`config.mk`:
```
export PLATFORM = sky130hd
export DESIGN_NAME = uart_irq_ident
export DESIGN_NICKNAME = d
export VERILOG_FILES = /design/src/rtl/uart_irq_pkg.sv /design/src/rtl/uart_irq_prio.sv /design/src/rtl/uart_irq_txe_latch.sv /design/src/rtl/uart_irq_freeze.sv /design/src/rtl/uart_irq_ident.sv
export SDC_FILE = /design/constraint.sdc
export NUM_CORES = 1
export LEC_CHECK = 0
export ABC_CLOCK_PERIOD_IN_PS = 2800
export CORE_AREA = 2 2 39 41
export DETAILED_ROUTE_END_ITERATION = 10
export DIE_AREA = 0 0 41 43
export GPL_TIMING_DRIVEN = 0
export PLACE_DENSITY = 0.59
export SLEW_MARGIN = 15
export SYNTH_ARGS = -nofsm -noshare
export SYNTH_HDL_FRONTEND = slang
export SYNTH_SLANG_ARGS = --single-unit
```
`constraint.sdc`:
```
create_clock -name clk -period 2.8 [get_ports clk]
set_input_delay 0.42 -clock clk [delete_from_list [all_inputs] [get_ports clk]]
set_output_delay 0.42 -clock clk [all_outputs]
set_load 0.05 [all_outputs]
```
`src/rtl/uart_irq_pkg.sv`:
```
package uart_irq_pkg;
  localparam int ID_W   = 8;
  localparam int CODE_W = 3;

  typedef enum logic [CODE_W-1:0] {
    CAUSE_MODEM   = 3'b000,
    CAUSE_TXEMPTY = 3'b001,
    CAUSE_RXDATA  = 3'b010,
    CAUSE_LINE    = 3'b011,
    CAUSE_TMO     = 3'b110
  } cause_e;

  typedef struct packed {
    logic   pending;
    cause_e cause;
  } irq_sel_t;

  localparam logic [ID_W-1:0] IDENT_IDLE = 8'h01;

  function automatic logic [ID_W-1:0] pack_ident(irq_sel_t s, logic fifo_mode);
    logic [ID_W-1:0] b;
    b      = '0;
    b[0]   = ~s.pending;
    b[3:1] = s.pending ? s.cause : CAUSE_MODEM;
    b[5:4] = 2'b00;
    b[7:6] = {2{fifo_mode}};
    return b;
  endfunction
endpackage

```
`src/rtl/uart_irq_prio.sv`:
```
module uart_irq_prio
  import uart_irq_pkg::*;
(
  input  logic     line_stat,
  input  logic     rx_data,
  input  logic     char_tmo,
  input  logic     tx_empty,
  input  logic     modem,
  input  logic     fifo_mode,
  output irq_sel_t sel,
  output logic     any_pend
);
  logic tmo_ok;

  always_comb begin
    tmo_ok = char_tmo & fifo_mode;
    sel    = '{pending: 1'b0, cause: CAUSE_MODEM};
    if (line_stat) begin
      sel = '{pending: 1'b1, cause: CAUSE_LINE};
    end else if (rx_data) begin
      sel = '{pending: 1'b1, cause: CAUSE_RXDATA};
    end else if (tmo_ok) begin
      sel = '{pending: 1'b1, cause: CAUSE_TMO};
    end else if (tx_empty) begin
      sel = '{pending: 1'b1, cause: CAUSE_TXEMPTY};
    end else if (modem) begin
      sel = '{pending: 1'b1, cause: CAUSE_MODEM};
    end
    any_pend = line_stat | rx_data | tmo_ok | tx_empty | modem;
  end

  always_comb begin
    AST_PEND_MATCH: assert (sel.pending == any_pend);
  end
endmodule

```
`src/rtl/uart_irq_txe_latch.sv`:
```
module uart_irq_txe_latch (
  input  logic clk,
  input  logic rst_n,
  input  logic tx_empty_lvl,
  input  logic clr_req,
  output logic pend
);
  logic lvl_q, lvl_d;
  logic pend_q, pend_d;
  logic rise;

  always_comb begin
    rise  = tx_empty_lvl & ~lvl_q;
    lvl_d = tx_empty_lvl;
    if (rise) begin
      pend_d = 1'b1;
    end else if (clr_req) begin
      pend_d = 1'b0;
    end else begin
      pend_d = pend_q;
    end
  end

  always_ff @(posedge clk or negedge rst_n) begin
    if (!rst_n) begin
      lvl_q  <= 1'b0;
      pend_q <= 1'b0;
    end else begin
      lvl_q  <= lvl_d;
      pend_q <= pend_d;
    end
  end

  assign pend = pend_q;

  AST_TXE_SET: assert property (@(posedge clk) disable iff (!rst_n)
    rise |=> pend_q);
  AST_TXE_CLR: assert property (@(posedge clk) disable iff (!rst_n)
    (clr_req && !rise) |=> !pend_q);
  AST_TXE_HOLD: assert property (@(posedge clk) disable iff (!rst_n)
    (!rise && !clr_req) |=> $stable(pend_q));
endmodule

```
`src/rtl/uart_irq_freeze.sv`:
```
module uart_irq_freeze
  import uart_irq_pkg::*;
(
  input  logic            clk,
  input  logic            rst_n,
  input  logic            rd_strobe,
  input  logic [ID_W-1:0] live_ident,
  output logic [ID_W-1:0] shown_ident,
  output logic            rd_end,
  output logic            shown_txe
);
  logic [ID_W-1:0] id_q, id_d;
  logic            rd_q, rd_d;
  logic            id_en;

  always_comb begin
    id_en  = ~rd_strobe;
    id_d   = id_en ? live_ident : id_q;
    rd_d   = rd_strobe;
    rd_end = rd_q & ~rd_strobe;
    shown_txe = ~id_q[0] & (id_q[3:1] == CAUSE_TXEMPTY);
  end

  always_ff @(posedge clk or negedge rst_n) begin
    if (!rst_n) begin
      id_q <= IDENT_IDLE;
      rd_q <= 1'b0;
    end else begin
      id_q <= id_d;
      rd_q <= rd_d;
    end
  end

  assign shown_ident = id_q;

  AST_HELD_IN_READ: assert property (@(posedge clk) disable iff (!rst_n)
    rd_strobe |=> $stable(id_q));
  AST_FOLLOW_IDLE: assert property (@(posedge clk) disable iff (!rst_n)
    !rd_strobe |=> (id_q == $past(live_ident)));
endmodule

```
`src/rtl/uart_irq_ident.sv`:
```
module uart_irq_ident
  import uart_irq_pkg::*;
(
  input  logic       clk,
  input  logic       rst_n,
  input  logic       line_stat_flag,
  input  logic       rx_data_flag,
  input  logic       char_tmo_flag,
  input  logic       tx_empty_flag,
  input  logic       modem_flag,
  input  logic       fifo_on,
  input  logic       ident_rd,
  output logic [7:0] ident_byte,
  output logic       irq
);
  irq_sel_t        sel;
  logic            any_pend;
  logic            txe_pend;
  logic            txe_clr;
  logic            rd_end;
  logic            shown_txe;
  logic [ID_W-1:0] live_ident;
  logic [ID_W-1:0] shown_ident;
  logic            irq_q, irq_d;

  uart_irq_txe_latch u_txe (
    .clk          (clk),
    .rst_n        (rst_n),
    .tx_empty_lvl (tx_empty_flag),
    .clr_req      (txe_clr),
    .pend         (txe_pend)
  );

  uart_irq_prio u_prio (
    .line_stat (line_stat_flag),
    .rx_data   (rx_data_flag),
    .char_tmo  (char_tmo_flag),
    .tx_empty  (txe_pend),
    .modem     (modem_flag),
    .fifo_mode (fifo_on),
    .sel       (sel),
    .any_pend  (any_pend)
  );

  uart_irq_freeze u_frz (
    .clk         (clk),
    .rst_n       (rst_n),
    .rd_strobe   (ident_rd),
    .live_ident  (live_ident),
    .shown_ident (shown_ident),
    .rd_end      (rd_end),
    .shown_txe   (shown_txe)
  );

  always_comb begin
    live_ident = pack_ident(sel, fifo_on);
    txe_clr    = rd_end & shown_txe;
    irq_d      = any_pend;
  end

  always_ff @(posedge clk or negedge rst_n) begin
    if (!rst_n) begin
      irq_q <= 1'b0;
    end else begin
      irq_q <= irq_d;
    end
  end

  assign ident_byte = shown_ident;
  assign irq        = irq_q;

  AST_RSVD_ZERO: assert property (@(posedge clk) disable iff (!rst_n)
    ident_byte[5:4] == 2'b00);
  AST_FIFO_PAIR: assert property (@(posedge clk) disable iff (!rst_n)
    ident_byte[7] == ident_byte[6]);
  AST_NO_TMO_BIT: assert property (@(posedge clk) disable iff (!rst_n)
    !ident_byte[7] |-> !ident_byte[3]);
  AST_IRQ_RISE: assert property (@(posedge clk) disable iff (!rst_n)
    line_stat_flag |=> irq);
  AST_IDLE_CODE: assert property (@(posedge clk) disable iff (!rst_n)
    ident_byte[0] |-> (ident_byte[3:1] == 3'b000));
endmodule

```
[Word-level counts from Yosys, hierarchy flattened]
Cells that the tools add are included.
Word-level totals
  output and inout bits: 9
  logic and storage cells: 28
  register bits after elaboration: 9
  input bits: 9
Cells by class
  reduce and logical (&&, ||, !) cells: 1
  eq/ne operators: 1
  multiplexer cells: 8
  bitwise gates (word level): 13
Operators by type and width (count)
  two-way mux 4 bit: 5
  bitwise AND 1 bit: 5
  inverter 1 bit: 4
  bitwise OR 1 bit: 4
  == test 3 x 1 -> 1 bit, second input constant: 1
  two-way mux 3 bit: 1
  two-way mux 1 bit: 2
  nonzero test 2 bit: 1

[Longest topological paths before layout]
Gate-level depths: netlist of the first run.
  word-level depth: 6
  mapped depth: 4
  depth with buffers taken out: 3

[Cells and area by module]
Synthesis of the first run repeated with hierarchy kept, for this count alone.
Unflattened totals
  cells, all modules: 39
  area, all modules: 545.5 µm²
By module, submodules not included
  uart_irq_freeze: instances 1, cells each 20, sequential area each 226.5 µm², area an instance 375.4 µm²
  uart_irq_txe_latch: instances 1, cells each 5, sequential area each 50.0 µm², area an instance 70.1 µm²
  uart_irq_ident: instances 1, cells each 7, sequential area each 25.0 µm², area an instance 57.6 µm²
  uart_irq_prio: instances 1, cells each 7, sequential area each 0.0 µm², area an instance 42.5 µm²

[Worst setup path after synthesis of the first run]
OpenSTA, ideal clock, no wires.
  path kind: reg2out
  from: reg u_frz.shown_ident[6] (netlist name)
  to: out ident_byte[7]
  arrival time: 0.899 ns
  data required time: 2.380 ns
  path slack: 1.481 ns
  stages on the path, launching flop included: 2
  path buffers: 1
  path through: dfrtp_1 -> buf_4
RTL lines
  to (decl): line uart_irq_ident.sv:13  | output logic [7:0] ident_byte,
No word-level cell between the ends.

[Final worst setup path of the first run]
  from: reg u_frz.id_q[0], in the netlist u_frz.shown_ident[0]
  to: out ident_byte[0]
RTL lines
  from (decl): line uart_irq_freeze.sv:12  | logic [ID_W-1:0] id_q, id_d;
  from (signal assigned): line uart_irq_freeze.sv:29  | id_q <= id_d;
No word-level cell between the ends.

==> impl_results.md, run 1 <==
- First-pass iteration count of the detailed router: 4
- Arrival time worst endpoint: about 1600 ps
- Number of remaining DRC errors: 0
- Cell-by-cell trace of the critical path: clkdlybuf4s50_1
- Final ANT Viol Nets: 0
- Postcts setup bufs: 0
- GPL Wtd Cong: slightly below 0.7
- Ys flop type: dfrtp_1
- Post-layout min period: 2040 ps
- Worst hold path startpoint: u_txe.lvl_q
- Post-synth top area share: 53.7%
- Clock Skew: between 6 and 7 ps
- First-pass GRT wire length: approximately 1.2 mm
- Die extent in y: 43 um
- Critical R2R Launch: u_frz.shown_ident[2]
- Max FO, Critical Path: 3
- Crit Path Category: reg2out
- Maximum VDD drop: 0.000183 V
- Tot Pwr: approximately 0.31 mW
- Critical Path Max Stage Delay: slightly above 800 ps
- Post-DP HPWL: about 560 um
- Critical Path Start Type: flip-flop
- DR vias/cell: between 4 and 5
- Hold Violations, Final: 0
- Sequential area share after synthesis: 60.7%
- Post-CTS Hold Fix Bufs: 0
- Slowest CP cell: clkdlybuf4s50_1
- Setup slack, reg-to-reg: ~1800 ps
- Worst Reg-to-Reg Cells: 3
- Max-Cap Viols: 0
- Clk root buf: clkbuf_4
- Synth-to-Final Area Change: 54.0%
- Max_slew headroom: about two thirds
- Drt wl/cell: 10.4 um
- Worst path required time: around 2400 ps
- Ranking of synthesized cells by area: dfrtp_1 (54%), dfstp_2 (7.0%), buf_4 (6.0%), nand2_1 (4.0%), a31oi_1 (3.4%)
- Die footprint: 1760 um2
- # IOs: 18
- Area leader, netlist: dfrtp_1
- CTS Buffer Depth: 2
- Ratio of cells with drive above 1 in the final layout: between 10% and 20%
- Vias in the first global route: roughly 290
- Fin Hold WS: roughly 400 ps
- TritonCTS Sinks: 9
- Syn_area_per_cell: between 10 and 15 um2
- Flops & latches, synth: 9
- Final period utilization: 72.9%
- Vias post-DR: 307
- Count leader, synth: dfrtp_1
- TritonCTS clock tree: done
- Synth Instances: 34
- Status: completed
- Clk pin slew, worst setup/hold paths: 60 ps
- Largest net degree at the start of global routing: 10
- Htree depth: 1
- Post-synth ARST share: 100%
- First DRT Iteration DRCs: 9
- RSZ-0062 raised after global routing: no
- Element type at the critical path end: output pin
- Slew @ Worst Pin: 499 ps
- Initial antenna violation count: 0
- Max-slew violation count: 0
- Remaining global-route overflow: 0
- R2R Path End: u_txe.pend
- Hold Path Class: reg2reg
- Global Route Usage Sum: between 10 and 15%
- Die Width: 41 um
- Row cnt: 14
- # setup viols final: 0
- Core area: between 1000 and 1500 um2
- Ys Warns: 0
- Cell area power density: 548 nW/um2
- CTS resizes: 0
- TNS Setup: 0 ps
- Post-synth EDFFs: 0
- Layout filler cell count: 139
- Critical Path Stages: 1
- Worst Hold Path EP: u_txe.pend
- Synth cell types: 16
- Port Buffer Count: 15
- Nets: 64
- Starting Density: approximately 27%
- Fmax achieved: 490 MHz
- Clock buffer count from CTS: 3
- Synth cell count leaders: dfrtp_1 (8), nand2_1 (4), buf_4 (3), inv_1 (3), nor2_1 (3)
- Worst path bufs/invs: 1
- LEAKAGE: around 0.25 nW
- Mapped cell area: roughly 370 um2
- Antenna fix cells: 0
- Worst Hold Depth: 1
- Total Wirelength: approximately 730 um
- Clock Latency Late Sink: ~260 ps
- Top delay family on crit path: buffers and inverters
==> area by class of cell <==
class | instances | area, um2 | area share [%]
tap | 16 | 20.0 | 3.49
clock buffer | 3 | 22.5 | 3.92
multi-input combinational | 19 | 105 | 18.3
buffer | 4 | 33.8 | 5.88
clock inverter | 1 | 5.00 | 0.871
sequential | 9 | 226 | 39.4
inverter | 3 | 11.3 | 1.96
timing repair buffer | 15 | 150 | 26.1
==> worst reg2reg max path, cell delays in order (launching register included) <==
cell,delay [ps]
dfrtp_1,400
nand4bb_1,200
o31ai_1,190
o21ai_1,90
==> sequential cells by signal, summed over array words and instances (netlist names) <==
| register | flops |
|---|---|
| u_frz.shown_ident | 5 |
| irq | 1 |
| u_txe.pend | 1 |
| u_frz.rd_q | 1 |
| u_txe.lvl_q | 1 |
==> cell usage in the layout (no fill, tap or decap) <==
| cell type | synthesis | layout |
|---|---|---|
| nand4bb_1 | 1 | 1 |
| a31oi_1 | 2 | 2 |
| conb_1 | 1 | 2 |
| clkinv_2 | 0 | 1 |
| buf_4 | 3 | 3 |
| clkbuf_4 | 0 | 3 |
| o21ai_1 | 1 | 1 |
| nand3_1 | 1 | 1 |
| nand2_1 | 4 | 4 |
| inv_1 | 3 | 3 |
| nor2_1 | 3 | 3 |
| dfstp_2 | 1 | 1 |
| dfrtp_1 | 8 | 8 |
| o31ai_1 | 1 | 1 |
| o41ai_1 | 1 | 1 |
| mux2_2 | 1 | 1 |
| o21ai_0 | 2 | 2 |
| buf_6 | 1 | 1 |
| clkdlybuf4s50_1 | 0 | 15 |
==> stage by stage <==
step / utilization (%) / cells / instance area [um2] / setup slack, ps
2_1_floorplan: - / 35 / 377 / 1480
3_3_place_gp: 39.5 / 66 / 547 / 1050
3_5_place_dp: 39.5 / 66 / 547 / 1040
4_1_cts: 41.5 / 70 / 574 / 743
5_1_grt: 41.5 / 70 / 574 / 723
6_report: 41.5 / 70 / 574 / 759
==> where the power goes <==
group          switching, mW  internal [mW]
clock network         0.0473         0.0527
logic                 0.0425         0.0302
registers            0.00475          0.137
==> per-layer routing <==
metal	routed length, um	share of wire, %	vias to the layer above	global-route usage, %
li1	-	-	150	-
met1	287	40	136	13.0
met2	336	46	17	14.1
met3	76	10	4	3.14
met4	25	3.4	0	12.0
met5	0	0	-	0
==> how the worst max path moves through the flow <==
stage | start | to | slack (ps)
2_1_floorplan | u_frz.shown_ident[6] | ident_byte[7] | 1480
3_3_place_gp | u_frz.shown_ident[0] | ident_byte[0] | 1050
3_5_place_dp | u_frz.shown_ident[0] | ident_byte[0] | 1040
4_1_cts | u_frz.shown_ident[0] | ident_byte[0] | 740
5_1_grt | u_frz.shown_ident[0] | ident_byte[0] | 720
6_report | u_frz.shown_ident[0] | ident_byte[0] | 760
==> logic make-up after synthesis <==
family / share of synthesized area (%)
AOI/OAI and AO/OA: 11.7
buffers and inverters: 12.1
DFF: 60.7
muxes: 3.02
other: 1.01
and+or+nand+nor: 11.4
No activity file was read; power rests on OpenSTA's default activity.
==> run 2, diff against run 1 <==
--- a/config.mk
+++ b/config.mk
@@ -5,12 +5,12 @@
 export SDC_FILE = /design/constraint.sdc
 export NUM_CORES = 1
 export LEC_CHECK = 0
-export ABC_CLOCK_PERIOD_IN_PS = 2800
+export ABC_CLOCK_PERIOD_IN_PS = 1870
 export CORE_AREA = 2 2 39 41
 export DETAILED_ROUTE_END_ITERATION = 10
 export DIE_AREA = 0 0 41 43
 export GPL_TIMING_DRIVEN = 0
-export PLACE_DENSITY = 0.59
+export PLACE_DENSITY = 0.61
 export SLEW_MARGIN = 15
 export SYNTH_ARGS = -nofsm -noshare
 export SYNTH_HDL_FRONTEND = slang
==> constraint.sdc (replaced) <==
create_clock -name clk -period 1.87 [get_ports clk]
set_input_delay 0.2805 -clock clk [delete_from_list [all_inputs] [get_ports clk]]
set_output_delay 0.2805 -clock clk [all_outputs]
set_load 0.05 [all_outputs]
==> impl_results.md, run 2 (same netlist as run 1, synthesis figures left out) <==
- Port Buffer Count: 15 (unchanged)
- Worst path required time: 1590 ps (-790 ps)
- Postcts setup bufs: 0 (unchanged)
- Clock Latency Late Sink: 260 ps (about the same)
- # setup viols final: 0 (unchanged)
- FF/Latch Area: 226 um2 (unchanged)
- Max FO, Critical Path: 3 (unchanged)
- # IOs: 18 (unchanged)
- TritonCTS clock tree: done
- Max-slew violation count: 0 (unchanged)
- GR Util met2: 13.1% (-0.94 points)
- Die extent in y: 43 um (unchanged)
- RSZ-0062 raised after global routing: no
- TritonCTS Sinks: 9 (unchanged)
- Ratio of cells with drive above 1 in the final layout: 16.7% (-1.9 points)
- Starting Density: 26.9% (unchanged)
- Maximum VDD drop: 0.000477 V (+160%)
- Hold Path Class: in2async
- Max_slew headroom: 66.8% (+0.15 points)
- Total Wirelength: 709 um (-2.3%)
- Layout filler cell count: 148 (+6.5%)
- Most frequent cells in the layout: clkdlybuf4s50_1 (14), dfrtp_1 (8), nand2_1 (4)
- Status: completed
- Clk pin slew, worst setup/hold paths: 70 ps (about the same)
- Initial antenna violation count: 0 (unchanged)
- Setup slack, reg-to-reg: 840 ps (-960 ps)
- DR vias/cell: 4.20 (-4.2%)
- Crit Path Category: reg2out
- Global Route Usage Sum: 9.43% (-1.5 points)
- First DRT Iteration DRCs: 10 (+1)
- Htree depth: 1 (unchanged)
- Hold Violations, Final: 0 (unchanged)
- Fmax achieved: between 500 and 600 MHz
- Die footprint: 1760 um2 (unchanged)
- Vias in the first global route: 272 (-4.6%)
- Cell area power density: 828 nW/um2 (+51%)
- Drt wl/cell: 10.1 um (-2.3%)
- R2R Path End: u_txe.pend
- Core area: 1380 um2 (unchanged)
- Vias post-DR: 294 (-4.2%)
- Met1 Use GR: 11.0% (-2.1 points)
- Slew @ Worst Pin: 497 ps (-2.28 ps)
- GPL Wtd Cong: 0.697 (+2.2%)
- Max FFs per register: 5 (unchanged)
- LEAKAGE: 0.249 nW (+0.85%)
- Global route hottest layer: met2
- Largest net degree at the start of global routing: 10 (unchanged)
- Clk root buf: clkbuf_4
- Nets: 64 (unchanged)
- Final ANT Viol Nets: 0 (unchanged)
- Row cnt: 14 (unchanged)
- Max-Cap Viols: 0 (unchanged)
- Clock buffer count from CTS: 3 (unchanged)
- First-pass iteration count of the detailed router: 4 (unchanged)
- Synth-to-Final Area Change: 53.4%
- Placed Area: 547 um2 (unchanged)
- Routing usage on met3: 4.71% (+1.6 points)
- Critical Path Max Stage Delay: 780 ps (-30 ps)
- TNS Setup: 0 ps (unchanged)
- First-pass GRT wire length: 1.06 mm (-12%)
- Number of remaining DRC errors: 0 (unchanged)
- Critical Path Start Type: flip-flop
- CTS Buffer Depth: 2 (unchanged)
- Remaining global-route overflow: 0 (unchanged)
- Cell-by-cell trace of the critical path: buf_4, clkdlybuf4s50_1
- Critical R2R Launch: u_frz.shown_ident[2]
- Tot Pwr: 0.474 mW (+50%)
- Most common cell after layout, fill and taps aside: clkdlybuf4s50_1
- Slowest CP cell: clkdlybuf4s50_1
- Worst Reg-to-Reg Cells: 3 (unchanged)
- Antenna fix cells: 0 (unchanged)
- Clock Skew: 7.39 ps (+0.982 ps)
- Post-layout min period: 1790 ps
- Final period utilization: 95.8%
- Arrival time worst endpoint: 1510 ps (-110 ps)
- Fin Hold WS: 306 ps (-102 ps)
- Element type at the critical path end: output pin
- Post-route cell area: 572 um2 (-0.44%)
- Final Util: 41.3% (-0.18 points)
- Die Width: 41 um (unchanged)
- Area of the multi-input gates: 105 um2 (unchanged)
-- run 2: changes by cell type in the layout (fill, tap and decap cells not counted) --
cell and change:
clkinv_2 -1, clkdlybuf4s50_1 -1, dlygate4sd2_1 +1, clkbuf_1 +1
-- run 2: through the flow --
step | worst slack [ps] | cells
after global routing | 34.5 | 70
after global placement | 268 | 66
after detailed placement | 268 | 66
after floorplan | 663 | 35
after CTS | 64.9 | 70
final | 77.9 | 70
-- run 2: worst max path at each step --
stage | from | endpoint | slack, ps | depth (start not counted)
final | u_frz.shown_ident[6] | ident_byte[7] | 80 | 2
after global routing | u_frz.shown_ident[6] | ident_byte[7] | 30 | 2
after CTS | u_frz.shown_ident[6] | ident_byte[7] | 60 | 2
after detailed placement | u_frz.shown_ident[0] | ident_byte[0] | 270 | 1
after global placement | u_frz.shown_ident[0] | ident_byte[0] | 270 | 1
after floorplan | u_frz.shown_ident[2] | u_txe.pend | 660 | 3
-- run 2: what timing repair did --
action / 4_1_cts / 5_1_grt
gates resized for setup: 1 / 0
hold buffers: 0 / 0
endpoints found under the setup margin: 1 / 0
-- run 2: critical path: cells and delay by family (launching register included) --
kind / cells / cell delay, ps
DFF: 1 / 360
buffers and inverters: 2 / 890
-- run 2: routing by layer --
metal  up-vias  part of all wire [%]  wire [um]
met1       140                    46        328
met2         6                    49        348
met4         0                     0          0
met5         -                     0          0
li1        148                     -          -
met3         0                   4.7         33
-- run 2: layout make-up --
type	count	area share, %
Clock buffer	4	4.60
Tap cell	16	3.50
Sequential cell	9	39.6
Timing Repair Buffer	15	26.0
Multi-Input combinational cell	19	18.4
Buffer	4	5.91
Inverter	3	1.97
-- run 2: power by group --
part / leakage (nW) / switching (mW) / internal, mW
logic: 0.136 / 0.0637 / 0.0450
clock network: 0.0150 / 0.0698 / 0.0822
registers: 0.0985 / 0.00710 / 0.206
==> run 3, diff against run 2 <==
--- a/config.mk
+++ b/config.mk
@@ -5,8 +5,9 @@
 export SDC_FILE = /design/constraint.sdc
 export NUM_CORES = 1
 export LEC_CHECK = 0
-export ABC_CLOCK_PERIOD_IN_PS = 1870
+export ABC_CLOCK_PERIOD_IN_PS = 1500
 export CORE_AREA = 2 2 39 41
+export CTS_CLUSTER_DIAMETER = 30
 export DETAILED_ROUTE_END_ITERATION = 10
 export DIE_AREA = 0 0 41 43
 export GPL_TIMING_DRIVEN = 0
==> constraint.sdc (replaced) <==
create_clock -name clk -period 1.5 [get_ports clk]
set_input_delay 0.225 -clock clk [delete_from_list [all_inputs] [get_ports clk]]
set_output_delay 0.225 -clock clk [all_outputs]
set_load 0.05 [all_outputs]
==> impl_results.md, run 3 (same netlist as run 1, synthesis figures left out) <==
- Clock buffer count from CTS: 3 (unchanged)
- Nets: 64 (unchanged)
- Antenna fix cells: 0 (unchanged)
- Number of remaining DRC errors: 0 (unchanged)
- First-pass GRT wire length: 1.09 mm (+2.6%)
- Cell area power density: 1030 nW/um2 (+24%)
- First DRT Iteration DRCs: 10 (unchanged)
- TritonCTS clock tree: done
- Tot Pwr: 0.582 mW (+23%)
- Setup slack, reg-to-reg: 480 ps (-360 ps)
- Most frequent cells in the layout: clkdlybuf4s50_1 (8), dfrtp_1 (8), dlygate4sd2_1 (5)
- Port Buffer Count: 15 (unchanged)
- Max FO, Critical Path: 3 (unchanged)
- CTS Buffer Depth: 2 (unchanged)
- Final Util: 41.0% (-0.27 points)
- DR vias/cell: 4.20 (unchanged)
- Core area: 1380 um2 (unchanged)
- Total Wirelength: 708 um (-0.14%)
- Clock Skew: 7.39 ps (unchanged)
- Largest net degree at the start of global routing: 10 (unchanged)
- TritonCTS Sinks: 9 (unchanged)
- Die Width: 41 um (unchanged)
- Die footprint: 1760 um2 (unchanged)
- Slowest CP cell: clkdlybuf4s15_1
- Status: completed
- Clk pin slew, worst setup/hold paths: 70 ps (about the same)
- RSZ-0062 raised after global routing: no
- Hold Violations, Final: 0 (unchanged)
- Max FFs per register: 5 (unchanged)
- Global Route Usage Sum: 9.63% (+0.20 points)
- Fin worst setup slack: 64.2 ps (-13.7 ps)
- Die extent in y: 43 um (unchanged)
- Ratio of cells with drive above 1 in the final layout: 18.5% (+1.9 points)
- Critical Path Max Stage Delay: 440 ps (-340 ps)
- Row cnt: 14 (unchanged)
- Arrival time worst endpoint: 1210 ps (-300 ps)
- Clock Latency Late Sink: 260 ps (about the same)
- Element type at the critical path end: output pin
- Synth-to-Final Area Change: 52.3%
- Vias in the first global route: 280 (+2.9%)
- Fmax achieved: around 700 MHz
- # IOs: 18 (unchanged)
- Clk root buf: clkbuf_4
- Final ANT Viol Nets: 0 (unchanged)
- Starting Density: 26.9% (unchanged)
- Layout filler cell count: 148 (unchanged)
- GPL Wtd Cong: 0.697 (unchanged)
- First-pass iteration count of the detailed router: 4 (unchanged)
- Max-Cap Viols: 0 (unchanged)
- Cell-by-cell trace of the critical path: buf_4, clkdlybuf4s15_1
- Vias post-DR: 294 (unchanged)
- Hold Path Class: in2async
- LEAKAGE: 0.249 nW (+0.13%)
- Maximum VDD drop: 0.000592 V (+24%)
- Crit Path Category: reg2out
- DP Worst Slack: -46.3 ps (-314 ps)
- Htree depth: 1 (unchanged)
- Max-slew violation count: 0 (unchanged)
- Post-layout min period: 1440 ps
- Critical Path Start Type: flip-flop
- Remaining global-route overflow: 0 (unchanged)
- Fin Hold WS: 250 ps (-55.5 ps)
- # setup viols final: 0 (unchanged)
- Final period utilization: approximately 96%
- Drt wl/cell: 10.1 um (-0.14%)
- Worst path required time: 1270 ps (-320 ps)
- Initial antenna violation count: 0 (unchanged)
## run 3: metrics by stage
stage                     cell area, um2  TNS [ps]  instances
after floorplan                      377         0         35
after global placement               547     -46.9         66
after detailed placement             547     -46.3         66
after CTS                            567         0         70
after global routing                 568         0         70
final                                568         0         70
## run 3: report_power, final
part | leakage (nW) | switching [mW] | internal [mW]
Combinational | 0.136 | 0.0794 | 0.0486
Sequential | 0.0985 | 0.00848 | 0.257
Clock | 0.0150 | 0.0870 | 0.102
Total | 0.249 | 0.175 | 0.408
## run 3: worst paths after layout
kind | from | end | cells past startpoint
worst max register to register | u_frz.shown_ident[2] | u_txe.pend | 3
worst min-delay path | rst_n | u_frz.shown_ident[3] | 1
worst min register to register | u_txe.lvl_q | u_txe.pend | 1
min in group clk | u_txe.lvl_q | u_txe.pend | 1
max in group asynchronous | rst_n | u_frz.shown_ident[0] | 1
worst max-delay path | u_frz.shown_ident[6] | ident_byte[7] | 2
## run 3: repair_timing
item                                    in CTS  in global routing
hold buffers                                 0                  0
endpoints found under the setup margin       7                  1
buffers inserted                             0                  0
resized for setup                            9                  1
## run 3: layout make-up
type / instances / area [um2] / share of cell area [%]
multi-input cells: 19 / 105 / 18.5
flip-flops and latches: 9 / 226 / 39.9
clock buffers: 4 / 26.3 / 4.63
well taps: 16 / 20.0 / 3.52
plain buffers: 4 / 33.8 / 5.95
inverters: 3 / 11.3 / 1.98
repair buffers: 15 / 145 / 25.6
## run 3: worst max-delay path, delay by kind of cell (launching register included)
family | cells | cell delay [ps]
buffers and inverters | 2 | 570
DFF | 1 | 380
## run 3: routing by layer
layer	up-vias	GRT usage, %	wire length (um)
li1	148	-	-
met1	140	11.0	326
met2	6	13.8	348
met3	0	4.71	33
met4	0	6.00	0
met5	-	0	0
